--- config.mk ---
export PLATFORM = sky130hd
export DESIGN_NAME = wdog_keyed
export DESIGN_NICKNAME = d
export VERILOG_FILES = /design/src/rtl/wdk_pkg.sv /design/src/rtl/wdk_prescale.sv /design/src/rtl/wdk_feed_seq.sv /design/src/rtl/wdk_count.sv /design/src/rtl/wdog_keyed.sv
export SDC_FILE = /design/constraint.sdc
export NUM_CORES = 1
export LEC_CHECK = 0
export ABC_AREA = 1
export BUFFER_PORTS_ARGS = -buffer_cell sky130_fd_sc_hd__buf_4
export CAP_MARGIN = 20
export CORE_ASPECT_RATIO = 0.7
export CORE_MARGIN = 3
export CORE_UTILIZATION = 55
export DETAILED_ROUTE_END_ITERATION = 10
export GPL_ROUTABILITY_DRIVEN = 1
export PLACE_DENSITY = 0.78
export SLEW_MARGIN = 20
export SYNTH_ARGS = -nofsm -noshare
export SYNTH_HDL_FRONTEND = slang
export SYNTH_SLANG_ARGS = --single-unit
--- constraint.sdc ---
create_clock -name clk -period 2.7 [get_ports clk]
set_clock_uncertainty 0.2 [all_clocks]
set_input_delay 0.54 -clock clk [delete_from_list [all_inputs] [get_ports clk]]
set_output_delay 0.54 -clock clk [all_outputs]
set_load 0.01 [all_outputs]
--- src/rtl/wdk_pkg.sv ---
package wdk_pkg;
  typedef enum logic [1:0] {
    RG_MODE = 2'd0,
    RG_TMO  = 2'd1,
    RG_FEED = 2'd2,
    RG_CNT  = 2'd3
  } wdk_reg_e;
endpackage

--- src/rtl/wdk_prescale.sv ---
module wdk_prescale #(
  parameter int PRE_DIV = 4
) (
  input  logic clk,
  input  logic rst_n,
  output logic tick
);
  localparam int PW = (PRE_DIV > 1) ? $clog2(PRE_DIV) : 1;

  logic [PW-1:0] phase_q;

  assign tick = (phase_q == PW'(PRE_DIV - 1));

  always_ff @(posedge clk) begin
    if (!rst_n) phase_q <= '0;
    else if (tick) phase_q <= '0;
    else phase_q <= phase_q + PW'(1);
  end


  tick_spacing_chk: assert property (@(posedge clk) disable iff (!rst_n)
    tick |=> !tick);
endmodule

--- src/rtl/wdk_feed_seq.sv ---
module wdk_feed_seq #(
  parameter int          KEY_W = 8,
  parameter logic [KEY_W-1:0] KEY_A = 8'hAA,
  parameter logic [KEY_W-1:0] KEY_B = 8'h55
) (
  input  logic             clk,
  input  logic             rst_n,
  input  logic             acc,
  input  logic             feed_wr,
  input  logic [KEY_W-1:0] key,
  output logic             feed_ok,
  output logic             feed_bad
);
  logic pend_q;

  assign feed_ok  = pend_q && acc && feed_wr && (key == KEY_B);
  assign feed_bad = pend_q && acc && !feed_ok;

  always_ff @(posedge clk) begin
    if (!rst_n) pend_q <= 1'b0;
    else if (acc) pend_q <= !pend_q && feed_wr && (key == KEY_A);
  end


  key_close_chk: assert property (@(posedge clk) disable iff (!rst_n)
    (feed_ok || feed_bad) |=> !pend_q);
endmodule

--- src/rtl/wdk_count.sv ---
module wdk_count #(
  parameter int            W      = 24,
  parameter logic [W-1:0]  TC_MIN = 24'hFF
) (
  input  logic         clk,
  input  logic         rst_n,
  input  logic         tick,
  input  logic         armed,
  input  logic         reload,
  input  logic [W-1:0] load_val,
  output logic [W-1:0] cnt,
  output logic         expire
);
  function automatic logic [W-1:0] step(input logic [W-1:0] c,
                                        input logic t, input logic a);
    if (a && t && (c != '0)) return c - W'(1);
    return c;
  endfunction

  assign expire = armed && tick && !reload && (cnt == W'(1));

  always_ff @(posedge clk) begin
    if (!rst_n) cnt <= TC_MIN;
    else if (reload) cnt <= load_val;
    else cnt <= step(cnt, tick, armed);
  end


  idle_hold_chk: assert property (@(posedge clk) disable iff (!rst_n)
    (!armed && !reload) |=> $stable(cnt));

  step_one_chk: assert property (@(posedge clk) disable iff (!rst_n)
    (armed && !reload) |=> ((cnt == $past(cnt)) || (cnt == $past(cnt) - W'(1))));

  reload_val_chk: assert property (@(posedge clk) disable iff (!rst_n)
    reload |=> (cnt == $past(load_val)));
endmodule

--- src/rtl/wdog_keyed.sv ---
module wdog_keyed #(
  parameter int              CNT_W   = 24,
  parameter int              PRE_DIV = 4,
  parameter logic [CNT_W-1:0] TC_MIN = 24'hFF,
  parameter int              KEY_W   = 8,
  parameter logic [KEY_W-1:0] KEY_A  = 8'hAA,
  parameter logic [KEY_W-1:0] KEY_B  = 8'h55
) (
  input  logic             clk,
  input  logic             rst_n,
  input  logic             bus_sel,
  input  logic             bus_wr,
  input  logic [1:0]       bus_addr,
  input  logic [CNT_W-1:0] bus_wdata,
  output logic [CNT_W-1:0] bus_rdata,
  output logic             rst_req
);
  import wdk_pkg::*;

  localparam int MODE_PAD = CNT_W - 3;

  function automatic logic [CNT_W-1:0] clamp_tc(input logic [CNT_W-1:0] v);
    return (v < TC_MIN) ? TC_MIN : v;
  endfunction

  logic en_q, rsten_q, tmo_q, armed_q, rst_q;
  logic [CNT_W-1:0] tc_q, cnt;
  logic tick, feed_ok, feed_bad, expire;
  logic wr_mode, wr_tc, feed_wr;

  assign wr_mode = bus_sel && bus_wr && (bus_addr == RG_MODE);
  assign wr_tc   = bus_sel && bus_wr && (bus_addr == RG_TMO);
  assign feed_wr = bus_wr && (bus_addr == RG_FEED);

  wdk_prescale #(.PRE_DIV(PRE_DIV)) i_pre (
    .clk(clk), .rst_n(rst_n), .tick(tick));

  wdk_feed_seq #(.KEY_W(KEY_W), .KEY_A(KEY_A), .KEY_B(KEY_B)) i_feed (
    .clk(clk), .rst_n(rst_n), .acc(bus_sel), .feed_wr(feed_wr),
    .key(bus_wdata[KEY_W-1:0]), .feed_ok(feed_ok), .feed_bad(feed_bad));

  wdk_count #(.W(CNT_W), .TC_MIN(TC_MIN)) i_cnt (
    .clk(clk), .rst_n(rst_n), .tick(tick), .armed(armed_q),
    .reload(feed_ok), .load_val(tc_q), .cnt(cnt), .expire(expire));

  always_ff @(posedge clk) begin
    if (!rst_n) begin
      en_q    <= 1'b0;
      rsten_q <= 1'b0;
      tmo_q   <= 1'b0;
      armed_q <= 1'b0;
      rst_q   <= 1'b0;
      tc_q    <= TC_MIN;
    end else begin
      if (wr_mode) begin
        en_q    <= en_q | bus_wdata[0];
        rsten_q <= rsten_q | bus_wdata[1];
      end
      if (wr_tc) tc_q <= clamp_tc(bus_wdata);
      armed_q <= armed_q | (feed_ok && en_q);
      tmo_q   <= tmo_q | expire;
      rst_q   <= (expire && rsten_q) || (feed_bad && armed_q);
    end
  end

  always_comb begin
    case (bus_addr)
      RG_MODE: bus_rdata = {{MODE_PAD{1'b0}}, tmo_q, rsten_q, en_q};
      RG_TMO:  bus_rdata = tc_q;
      RG_CNT:  bus_rdata = cnt;
      default: bus_rdata = '0;
    endcase
  end

  assign rst_req = rst_q;


  en_sticky_chk: assert property (@(posedge clk) disable iff (!rst_n)
    (en_q && rsten_q) |=> (en_q && rsten_q));

  en_keep_chk: assert property (@(posedge clk) disable iff (!rst_n)
    en_q |=> en_q);

  tmo_sticky_chk: assert property (@(posedge clk) disable iff (!rst_n)
    tmo_q |=> tmo_q);

  unarmed_quiet_chk: assert property (@(posedge clk) disable iff (!rst_n)
    !armed_q |=> !rst_req);

  tc_floor_chk: assert property (@(posedge clk) disable iff (!rst_n)
    tc_q >= TC_MIN);

  arm_needs_en_chk: assert property (@(posedge clk) disable iff (!rst_n)
    (!armed_q && !en_q) |=> !armed_q);
endmodule

After elaboration in Yosys (flattened, before gate mapping)
Cells that the tools add are included.
W data, S select, Z words.
{ "totals": {"in_bits": 30, "elab_cells": 56, "ff_bits": 56, "output_inout_bits": 25} }
{ "op_classes": {"eq_ne": 7, "n_addsub": 2, "mux": 8, "n_reduce_logical": 24, "bitwise_logic": 5, "order_cmp": 1} }
{ "op_table": {"columns": ["operator", "n"], "rows": [
  ["$mux W24", 4],
  ["$pmux W24 S3", 1],
  ["$eq A24 B1 Y1 const B", 1],
  ["$lt A24 B8 Y1 const B", 1],
  ["$reduce_bool A24 Y1", 1],
  ["$sub A24 B1 Y24 const B", 1],
  ["$logic_and A1 B1 Y1", 17],
  ["$eq A8 B7 Y1 const B", 1],
  ["$eq A8 B8 Y1 const B", 1],
  ["$eq A2 B2 Y1 const B", 3],
  ["$or A1 B1 Y1", 4],
  ["$mux W1", 3],
  ["$add A2 B1 Y2 const B", 1],
  ["$eq A2 B1 Y1 const B", 1],
  ["$logic_not A1 Y1", 2],
  ["$logic_not A2 Y1", 1],
  ["$reduce_bool A2 Y1", 1],
  ["$reduce_or A2 Y1", 1],
  ["$logic_or A1 B1 Y1", 1],
  ["$not A1 Y1", 1]
]} }

Logic depth before layout (Yosys ltp)
Gate-level depths: netlist (run 1).
{ "logic_depth": {"ltp_word": 9, "mapped_depth": 12} }

By module
Synthesis (run 1) repeated with hierarchy kept, for this count alone.
{ "unflattened": {"hier_cells": 519, "area_unflattened_um2": 3520.9} }
{ "modules_own_cells": {"columns": ["module", "n_inst", "seq_area_each_um2", "cells_each", "area_per_inst_um2"], "rows": [
  ["wdk_count", 1, 480.5, 277, 1830.5],
  ["wdog_keyed", 1, 580.6, 206, 1491.4],
  ["wdk_feed_seq", 1, 20.0, 28, 127.6],
  ["wdk_prescale", 1, 40.0, 8, 71.3]
]} }

Least setup slack after synthesis (run 1)
OpenSTA, ideal clock, no wires.
{ "synth_timing": {"path_type": "input -> output", "start": "in bus_addr[0]", "end": "out bus_rdata[10]", "required_ns": 1.960, "stages": 5, "setup_slack_ns": 0.820, "arrival_time_ns": 1.140, "cell_sequence": "inv_2 -> nor2_2 -> clkbuf_1 -> nand2_1 -> o21ai_0"} }
{ "synth_between": {"elab_chain_cells": 2, "word_cells_on_any_way": 4} }
{ "synth_rtl": {"columns": ["item", "line_no", "rtl"], "rows": [
  ["start, declared", "wdog_keyed.sv:13", "input logic [1:0] bus_addr,"],
  ["$eq A2 B2 Y1 (tied with other cells)", "wdog_keyed.sv:67", "case (bus_addr)"],
  ["$pmux W24 S3 *", "wdog_keyed.sv:67", null],
  ["end, declared", "wdog_keyed.sv:15", "output logic [CNT_W-1:0] bus_rdata,"]
]} }
Every way passes the cells marked *; elsewhere a longest branch is shown, timed or not.

Final worst setup path (run 1)
{ "layout_timing": {"start": "in bus_addr[1]", "end": "out bus_rdata[11]"} }
Same word-level chain as after synthesis.

==> summary.txt, run 1 <==
Timing
  – Slew Viols, Final: 0
  – Unrepaired setup endpoints after global routing: no
  – Final hold viol count: 0
  – Fmax: 0.4383 GHz
  – Crit path time final: 2282 ps
  – Final critical-path share of the clock period: 84.51%
  – Post-Route Setup TNS: 0 ps
  – Least-Margin Pin Slew: 612.5 ps
  – Finish-stage setup viols: 0
  – Worst slew margin: 58.94%
  – Final worst slack: 418.3 ps

Clock network
  – Clk buf depth: 2
  – H-tree depth: 2
  – Post_cts resized: 0
  – Post CTS Setup Buffer Count: 0
  – Clock Sinks: 56
  – # hold bufs at CTS: 0
  – CTS tree: built
  – Worst-Skew Late Latency: 320 ps
  – Clock-pin slew on the worst setup and hold paths: 110 ps
  – Root Buffer: clkbuf_8
  – TritonCTS buffer count: 5

Global routing
  – Total GRT Usage: 27.77%
  – Initial antenna violation count: 0
  – Vias in the first global route: 3145
  – Remaining Overflow, GRT: 0
  – Largest net degree at the start of global routing: 38
  – First-pass GRT wire length: 15710 µm

Die
  – Horiz. Die Dim: 99.97 µm
  – Rows: 23
  – DIE HEIGHT: 71.78 µm
  – Starting density of the core: 58.19%
  – I/O pin cnt: 55
  – Core Area: 5842 µm²
  – Die area: 7175 µm²

Final layout
  – Layout area overhead: 16.34%
  – Layout cells sized above 1: 15.91%
  – Final Util: 67.70%
  – Final nets: 624
  – Post-Layout Cell Count: 666
  – N_diodes: 0

Setup path
  – Reg2reg start: i_cnt.cnt[0]
  – CP Max Fanout: 15
  – WP data arrival: 1540 ps
  – Kind of critical path: primary input to output port
  – Critical path capture point type: output port
  – Req. time, crit path: 1960 ps
  – Critical Path Start Type: primary input
  – R2R setup slack: 430 ps
  – Worst r2r dst: i_cnt.cnt[8]
  – R2R cell count: 10

Synthesis
  – Synth cell count leaders: nand2_1 (142), inv_1 (69), nor2_1 (59), dfxtp_1 (56), nand3_1 (49)
  – Post-synth top flop: dfxtp_1
  – Post-synthesis sequential area ratio: 32.98%
  – Cell variety after synth: 31
  – Area share of the largest cell type after synthesis: 32.98%
  – Top-count cell post-synth: nand2_1
  – Synth Cell Area: 3400 µm²
  – Yosys warns: 0
  – Mapped Nets: 575
  – Synthesized netlist cell count: 541
  – Post-synth top area cell: dfxtp_1
  – EDFF count, synth: 0
  – Synthesized flop and latch total: 56
  – Post-synth ARST share: 0%
  – Synth top area cells: dfxtp_1 (33%), nand2_1 (16%), inv_1 (7.6%)
  – Mean post-synth cell area: 6.284 µm²

Run status
  – Status: complete, no violations

Power
  – Switching power: 401.3 µW
  – Comb power frac: 9.9%
  – Total power: 1.595 mW
  – Peak supply drop: 0.0002806 V
  – Static Leak: 1.913 nW
  – Sw Ratio: 25.15%
  – Seq pwr share: 53.6%
  – PD cells: 403.4 nW/µm²
  – Internal cell power: 1.194 mW
  – Clock share of power: 36.5%

Placed design
  – Dpl ws: 421.5 ps
  – HPWL Detailed: 7323 µm
  – Gp weighted congestion: 0.9187
  – PortBufs: 54
  – Placed Cells: 658

Worst hold path
  – Hold path startpoint: i_pre.phase_q[0]
  – Worst hold endpoint: i_pre.phase_q[0]
  – Worst hold path class: flip-flop to flip-flop
  – Hold depth: 1

Routing
  – Drt drc: 0
  – Total number of vias: 3692
  – Initial DRC count: 363
  – Detailed Route WL: 9722 µm
  – Detail Route Antenna Nets: 0
  – Vias per inst: 5.544
  – Drt pass-1 iters: 5
  – DR WL/cell: 14.60 µm

Job
  – Maxcap violations: 0
[cell type report]
class                      count  area [µm²]
fill                         536        1887
inverter                      76       285.3
tap                           75       93.84
timing repair buffer          60       450.4
clock inverter                 3       46.29
clock buffer                   5       68.82
multi-input combinational    391        1889
sequential                    56        1121
[through the flow]
step	instance area, µm²	hold slack, ps
global route	3955	246.8
finish	3955	246.4
floorplan	3400	204.3
global placement	3840	212.8
CTS	3955	241.0
detailed placement	3840	225.6
[placed cells by master (no fill, tap or decap)]
cell type,count
a211oi_1,1
a21oi_1,28
a21oi_2,1
buf_4,60
bufinv_16,1
clkbuf_8,5
clkinv_1,1
clkinv_2,1
dfxtp_1,56
ha_1,4
inv_1,69
inv_2,6
inv_8,1
nand2_1,142
nand2_2,3
nand3_1,49
nand3_2,2
nand3b_1,3
nand4_1,9
nor2_1,59
nor2_2,8
nor2_4,4
nor3_1,5
nor3_2,2
nor3b_1,1
nor4_1,1
o21a_1,1
o21ai_0,36
o21ai_1,7
o221ai_1,3
o22ai_1,12
xor2_1,10
[power by group through the flow]
stage	clock network [mW]	logic [mW]	registers, mW
CTS	0.587	0.158	0.854
detailed placement	0	0.157	0.873
global placement	0	0.153	0.873
finish	0.582	0.159	0.855
global route	0.622	0.175	0.856
floorplan	0	0.0792	0.867
[how the worst max path moves through the flow]
stage,from,end,slack [ps]
after floorplan,bus_addr[0],bus_rdata[10],820
after global placement,bus_addr[1],bus_rdata[11],460
after detailed placement,bus_addr[1],tc_q[17],420
after CTS,bus_addr[1],bus_rdata[11],450
after global routing,i_cnt.cnt[0],i_cnt.cnt[14],270
final,bus_addr[1],bus_rdata[11],420
[routing by layer]
metal  track usage [%]  up-vias  share of wire [%]
li1                  -     1837                  -
met1             44.52     1660                 48
met2             37.10      185                 41
met3             4.864       10                 10
met4             7.879        0                1.2
met5                 0        -                  0
[critical path, stage by stage]
cell and delay (ps):
buf_4 110, nand2_1 200, buf_4 270, o21ai_0 240, buf_4 170
[logic make-up (layout without fill, tap and decap cells)]
family / count (synthesis) / count (layout) / share of synthesized area [%]
AO/OA/AOI/OAI: 89 / 89 / 14.13
AND/OR/NAND/NOR: 288 / 288 / 37.39
flip-flops: 56 / 56 / 32.98
XOR/XNOR: 10 / 10 / 2.576
buffers and inverters: 94 / 144 / 11.45
adder cells (fa/ha/maj): 4 / 4 / 1.472
[flip-flops by register name, summed over array words and instances, names as in the netlist]
register       count
rst_req            1
i_pre.phase_q      2
en_q               1
armed_q            1
tc_q              24
rsten_q            1
tmo_q              1
i_cnt.cnt         24
i_feed.pend_q      1
(Power assumes the default switching activity.)
==> run 2, diff against run 1 <==
==> constraint.sdc (replaced) <==
create_clock -name clk -period 2.21 [get_ports clk]
set_clock_uncertainty 0.2 [all_clocks]
set_input_delay 0.442 -clock clk [delete_from_list [all_inputs] [get_ports clk]]
set_output_delay 0.442 -clock clk [all_outputs]
set_load 0.01 [all_outputs]
==> summary.txt, run 2 (synthesis results as in run 1) <==
Timing
  – Fmax: 0.4748 GHz
  – Worst slew margin: 57.11%
  – Crit path time final: 2106 ps
  – Post-Route Setup TNS: 0 ps
  – Finish-stage setup viols: 0
  – Final worst slack: 103.7 ps
  – Final critical-path share of the clock period: 95.31%
  – Final hold slack: 151.4 ps
  – Slew Viols, Final: 0
  – Least-Margin Pin Slew: 639.3 ps
  – Final hold viol count: 0
  – Unrepaired setup endpoints after global routing: no

Die
  – Horiz. Die Dim: 99.97 µm
  – DIE HEIGHT: 71.78 µm
  – Core Area: 5842 µm²
  – Die area: 7175 µm²
  – Rows: 23
  – I/O pin cnt: 55
  – Starting density of the core: 58.19%

Setup path
  – WP data arrival: 1460 ps
  – Critical Path Start Type: primary input
  – Reg2reg start: i_cnt.cnt[0]
  – Worst r2r dst: i_cnt.cnt[16]
  – Capture point of the worst path: bus_rdata[12]
  – CP Max Fanout: 11
  – Kind of critical path: primary input to output port
  – Req. time, crit path: 1570 ps
  – R2R setup slack: 230 ps
  – R2R cell count: 10
  – CP startpoint: bus_addr[1]
  – Critical path capture point type: output port

Run status
  – Status: complete, no violations

Power
  – PD cells: 457.7 nW/µm²
  – Peak supply drop: 0.0002513 V
  – Static Leak: 1.948 nW

Routing
  – Drt pass-1 iters: 5
  – Total number of vias: 3748
  – Drt drc: 0
  – Detailed Route WL: 9833 µm
  – Detail Route Antenna Nets: 0
  – Initial DRC count: 415
  – Vias per inst: 5.544
  – DR WL/cell: 14.55 µm

Global routing
  – Largest net degree at the start of global routing: 38
  – Initial antenna violation count: 0
  – Vias in the first global route: 3256
  – Total GRT Usage: 28.00%
  – First-pass GRT wire length: 15980 µm
  – Remaining Overflow, GRT: 0

Final layout
  – Post-Layout Cell Count: 676
  – Multi-input logic area: 1889 µm²
  – Final Util: 68.86%
  – Commonest cells after routing, fill and taps aside: nand2_1 (142), inv_1 (69), buf_4 (69)
  – Layout cells sized above 1: 17.30%
  – Top Registers: i_cnt.cnt x24, tc_q x24, i_pre.phase_q x2
  – Sequential Area: 1121 µm²
  – Commonest non-fill, non-tap cell in the layout: nand2_1
  – Layout area overhead: 18.33%
  – Fillers: 546
  – N_diodes: 0
  – Final nets: 634

Clock network
  – Clock-pin slew on the worst setup and hold paths: 100 ps
  – Root Buffer: clkbuf_8
  – CTS tree: built
  – Clk buf depth: 2
  – TritonCTS buffer count: 5
  – # hold bufs at CTS: 0
  – Worst-Skew Late Latency: 320 ps
  – H-tree depth: 2
  – Clock Sinks: 56
  – Post CTS Setup Buffer Count: 0
  – Post_cts resized: 0

Worst hold path
  – Worst hold path class: primary input to flip-flop

Job
  – Maxcap violations: 0

Placed design
  – Dpl ws: 141.1 ps
  – HPWL Detailed: 7628 µm
  – PortBufs: 54
  – Gp weighted congestion: 0.9527
  – Placed Cells: 668
## run 2: worst min path at each step
stage	from	cells past startpoint	end
3_3_place_gp	i_pre.phase_q[0]	1	i_pre.phase_q[0]
5_1_grt	bus_wdata[5]	3	tc_q[5]
6_report	bus_wdata[5]	3	tc_q[5]
3_5_place_dp	i_pre.phase_q[0]	1	i_pre.phase_q[0]
4_1_cts	bus_wdata[5]	3	tc_q[5]
2_1_floorplan	i_pre.phase_q[0]	1	i_pre.phase_q[0]
## run 2: per-layer routing
metal	track usage [%]	vias up	share of wire (%)
li1	-	1861	-
met5	0	-	0
met2	39.84	180	41
met1	42.20	1691	47
met4	5.455	0	0.99
met3	7.685	16	11
## run 2: final cells by class
type                            instances  share of cell area (%)
Multi-Input combinational cell        391                   46.97
Clock inverter                          3                  0.6532
Clock buffer                            5                   1.711
Timing Repair Buffer                   70                   13.37
Tap cell                               75                   2.333
Sequential cell                        56                   27.87
Inverter                               76                   7.092
## run 2: through the flow
stage	power [mW]	cell area, µm²
after floorplan	1.156	3400
after global placement	1.260	3928
after detailed placement	1.265	3928
after CTS	1.841	4023
after global routing	1.908	4023
final	1.841	4023
## run 2: power breakdown
part	leakage, nW	switching, mW	internal (mW)	total (mW)
Combinational	1.45	0.108	0.0921	0.201
Sequential	0.454	0.0168	1.03	1.04
Clock	0.0423	0.365	0.231	0.596
Total	1.95	0.490	1.35	1.84
## run 2: critical path, cell delays in order
cell and delay (ps):
buf_4 110, nand2_1 260, buf_4 270, o21ai_0 210
buf_4 160
==> run 3, diff against run 2 <==
--- a/config.mk
+++ b/config.mk
@@ -9,12 +9,11 @@
 export BUFFER_PORTS_ARGS = -buffer_cell sky130_fd_sc_hd__buf_4
 export CAP_MARGIN = 20
 export CORE_ASPECT_RATIO = 0.7
-export CORE_MARGIN = 3
 export CORE_UTILIZATION = 55
 export DETAILED_ROUTE_END_ITERATION = 10
 export GPL_ROUTABILITY_DRIVEN = 1
 export PLACE_DENSITY = 0.78
-export SLEW_MARGIN = 20
+export SLEW_MARGIN = 15
 export SYNTH_ARGS = -nofsm -noshare
 export SYNTH_HDL_FRONTEND = slang
 export SYNTH_SLANG_ARGS = --single-unit
==> constraint.sdc (replaced) <==
create_clock -name clk -period 2.21 [get_ports clk]
set_clock_uncertainty 0.2 [all_clocks]
set_input_delay 0.442 -clock clk [delete_from_list [all_inputs] [get_ports clk]]
set_output_delay 0.442 -clock clk [all_outputs]
set_load 0.005 [all_outputs]
==> summary.txt, run 3 (synthesis results as in run 1) <==
Timing
  – Post-Route Setup TNS: 0 ps
  – Finish-stage setup viols: 0
  – Final worst slack: 172.9 ps
  – Final critical-path share of the clock period: 92.18%
  – Worst slew margin: 58.42%
  – Final hold viol count: 0
  – Slew Viols, Final: 0
  – Crit path time final: 2037 ps
  – Fmax: 0.4909 GHz
  – Final hold slack: 151.5 ps
  – Least-Margin Pin Slew: 619.8 ps
  – Unrepaired setup endpoints after global routing: no

Final layout
  – Fillers: 541
  – Layout area overhead: 17.89%
  – Top Registers: i_cnt.cnt x24, tc_q x24, i_pre.phase_q x2
  – Layout cells sized above 1: 16.89%
  – Final Util: 68.60%
  – Final nets: 631
  – Commonest cells after routing, fill and taps aside: nand2_1 (142), inv_1 (69), buf_4 (65)
  – Commonest non-fill, non-tap cell in the layout: nand2_1
  – N_diodes: 0

Clock network
  – H-tree depth: 2
  – Clock-pin slew on the worst setup and hold paths: 100 ps
  – Clock Sinks: 56
  – Clk buf depth: 2
  – Post CTS Setup Buffer Count: 0
  – Root Buffer: clkbuf_8
  – # hold bufs at CTS: 0
  – Post_cts resized: 0
  – TritonCTS buffer count: 5
  – CTS tree: built
  – Worst-Skew Late Latency: 310 ps

Worst hold path
  – Worst hold endpoint: tc_q[7]
  – Hold depth: 3
  – Worst hold path class: primary input to flip-flop
  – Hold path startpoint: bus_wdata[7]

Setup path
  – Reg2reg start: i_cnt.cnt[0]
  – WP data arrival: 1400 ps
  – CP Max Fanout: 11
  – R2R setup slack: 200 ps
  – Req. time, crit path: 1570 ps
  – R2R cell count: 10
  – Worst r2r dst: i_cnt.cnt[22]
  – Critical path capture point type: output port
  – Critical Path Start Type: primary input
  – Kind of critical path: primary input to output port

Placed design
  – Dpl ws: 204.2 ps
  – PortBufs: 54
  – Gp weighted congestion: 0.9421
  – HPWL Detailed: 7319 µm

Power
  – Static Leak: 1.938 nW
  – Total power: 1.816 mW
  – Peak supply drop: 0.0002768 V
  – PD cells: 453.2 nW/µm²

Die
  – I/O pin cnt: 55
  – Rows: 23
  – Starting density of the core: 58.19%
  – DIE HEIGHT: 67.78 µm
  – Core Area: 5842 µm²
  – Horiz. Die Dim: 95.97 µm
  – Die area: 6504 µm²

Routing
  – Drt drc: 0
  – Initial DRC count: 365
  – Total number of vias: 3665
  – Drt pass-1 iters: 5
  – Vias per inst: 5.446
  – Detail Route Antenna Nets: 0
  – Detailed Route WL: 9520 µm
  – DR WL/cell: 14.15 µm

Global routing
  – Total GRT Usage: 30.87%
  – Vias in the first global route: 3046
  – Largest net degree at the start of global routing: 38
  – Remaining Overflow, GRT: 0
  – First-pass GRT wire length: 15020 µm
  – Initial antenna violation count: 0

Run status
  – Status: complete, no violations

Job
  – Maxcap violations: 0
run 3: layout make-up:
cell class | count | area [µm²] | area share [%]
Clock inverter | 3 | 21.27 | 0.5308
Timing Repair Buffer | 67 | 528.0 | 13.18
Tap cell | 75 | 93.84 | 2.342
Clock buffer | 5 | 68.82 | 1.717
Sequential cell | 56 | 1121 | 27.97
Multi-Input combinational cell | 391 | 1889 | 47.14
Inverter | 76 | 285.3 | 7.118
run 3: worst max path at each step:
stage / startpoint / end / slack (ps) / cells past startpoint
floorplan: bus_wdata[7] / i_cnt.cnt[13] / 570 / 11
global placement: bus_addr[1] / bus_rdata[12] / 250 / 5
detailed placement: bus_addr[1] / bus_rdata[12] / 200 / 5
CTS: bus_addr[1] / bus_rdata[12] / 200 / 5
global route: i_cnt.cnt[0] / i_cnt.cnt[22] / 70 / 10
finish: bus_addr[1] / bus_rdata[12] / 170 / 5
run 3: metrics by stage:
stage               area (µm²)  instances
floorplan                 3400        541
finish                    4008        673
CTS                       4008        673
global placement          3918        665
global route              4008        673
detailed placement        3918        665
run 3: report_power, final:
part	switching (mW)	internal [mW]	total, mW	leakage, nW
Sequential	0.0171	1.03	1.04	0.454
Combinational	0.100	0.0894	0.190	1.44
Clock	0.356	0.226	0.582	0.0445
Total	0.473	1.34	1.82	1.94
run 3: routing by layer:
layer | GRT usage, % | share of wire, %
met4 | 7.463 | 1.1
met3 | 4.505 | 8.9
met2 | 42.14 | 39
met1 | 49.22 | 51
met5 | 0 | 0
run 3: critical path: stages:
cell and delay [ps]:
buf_4 110, nand2_1 190, buf_4 250, o21ai_0 230, buf_4 160
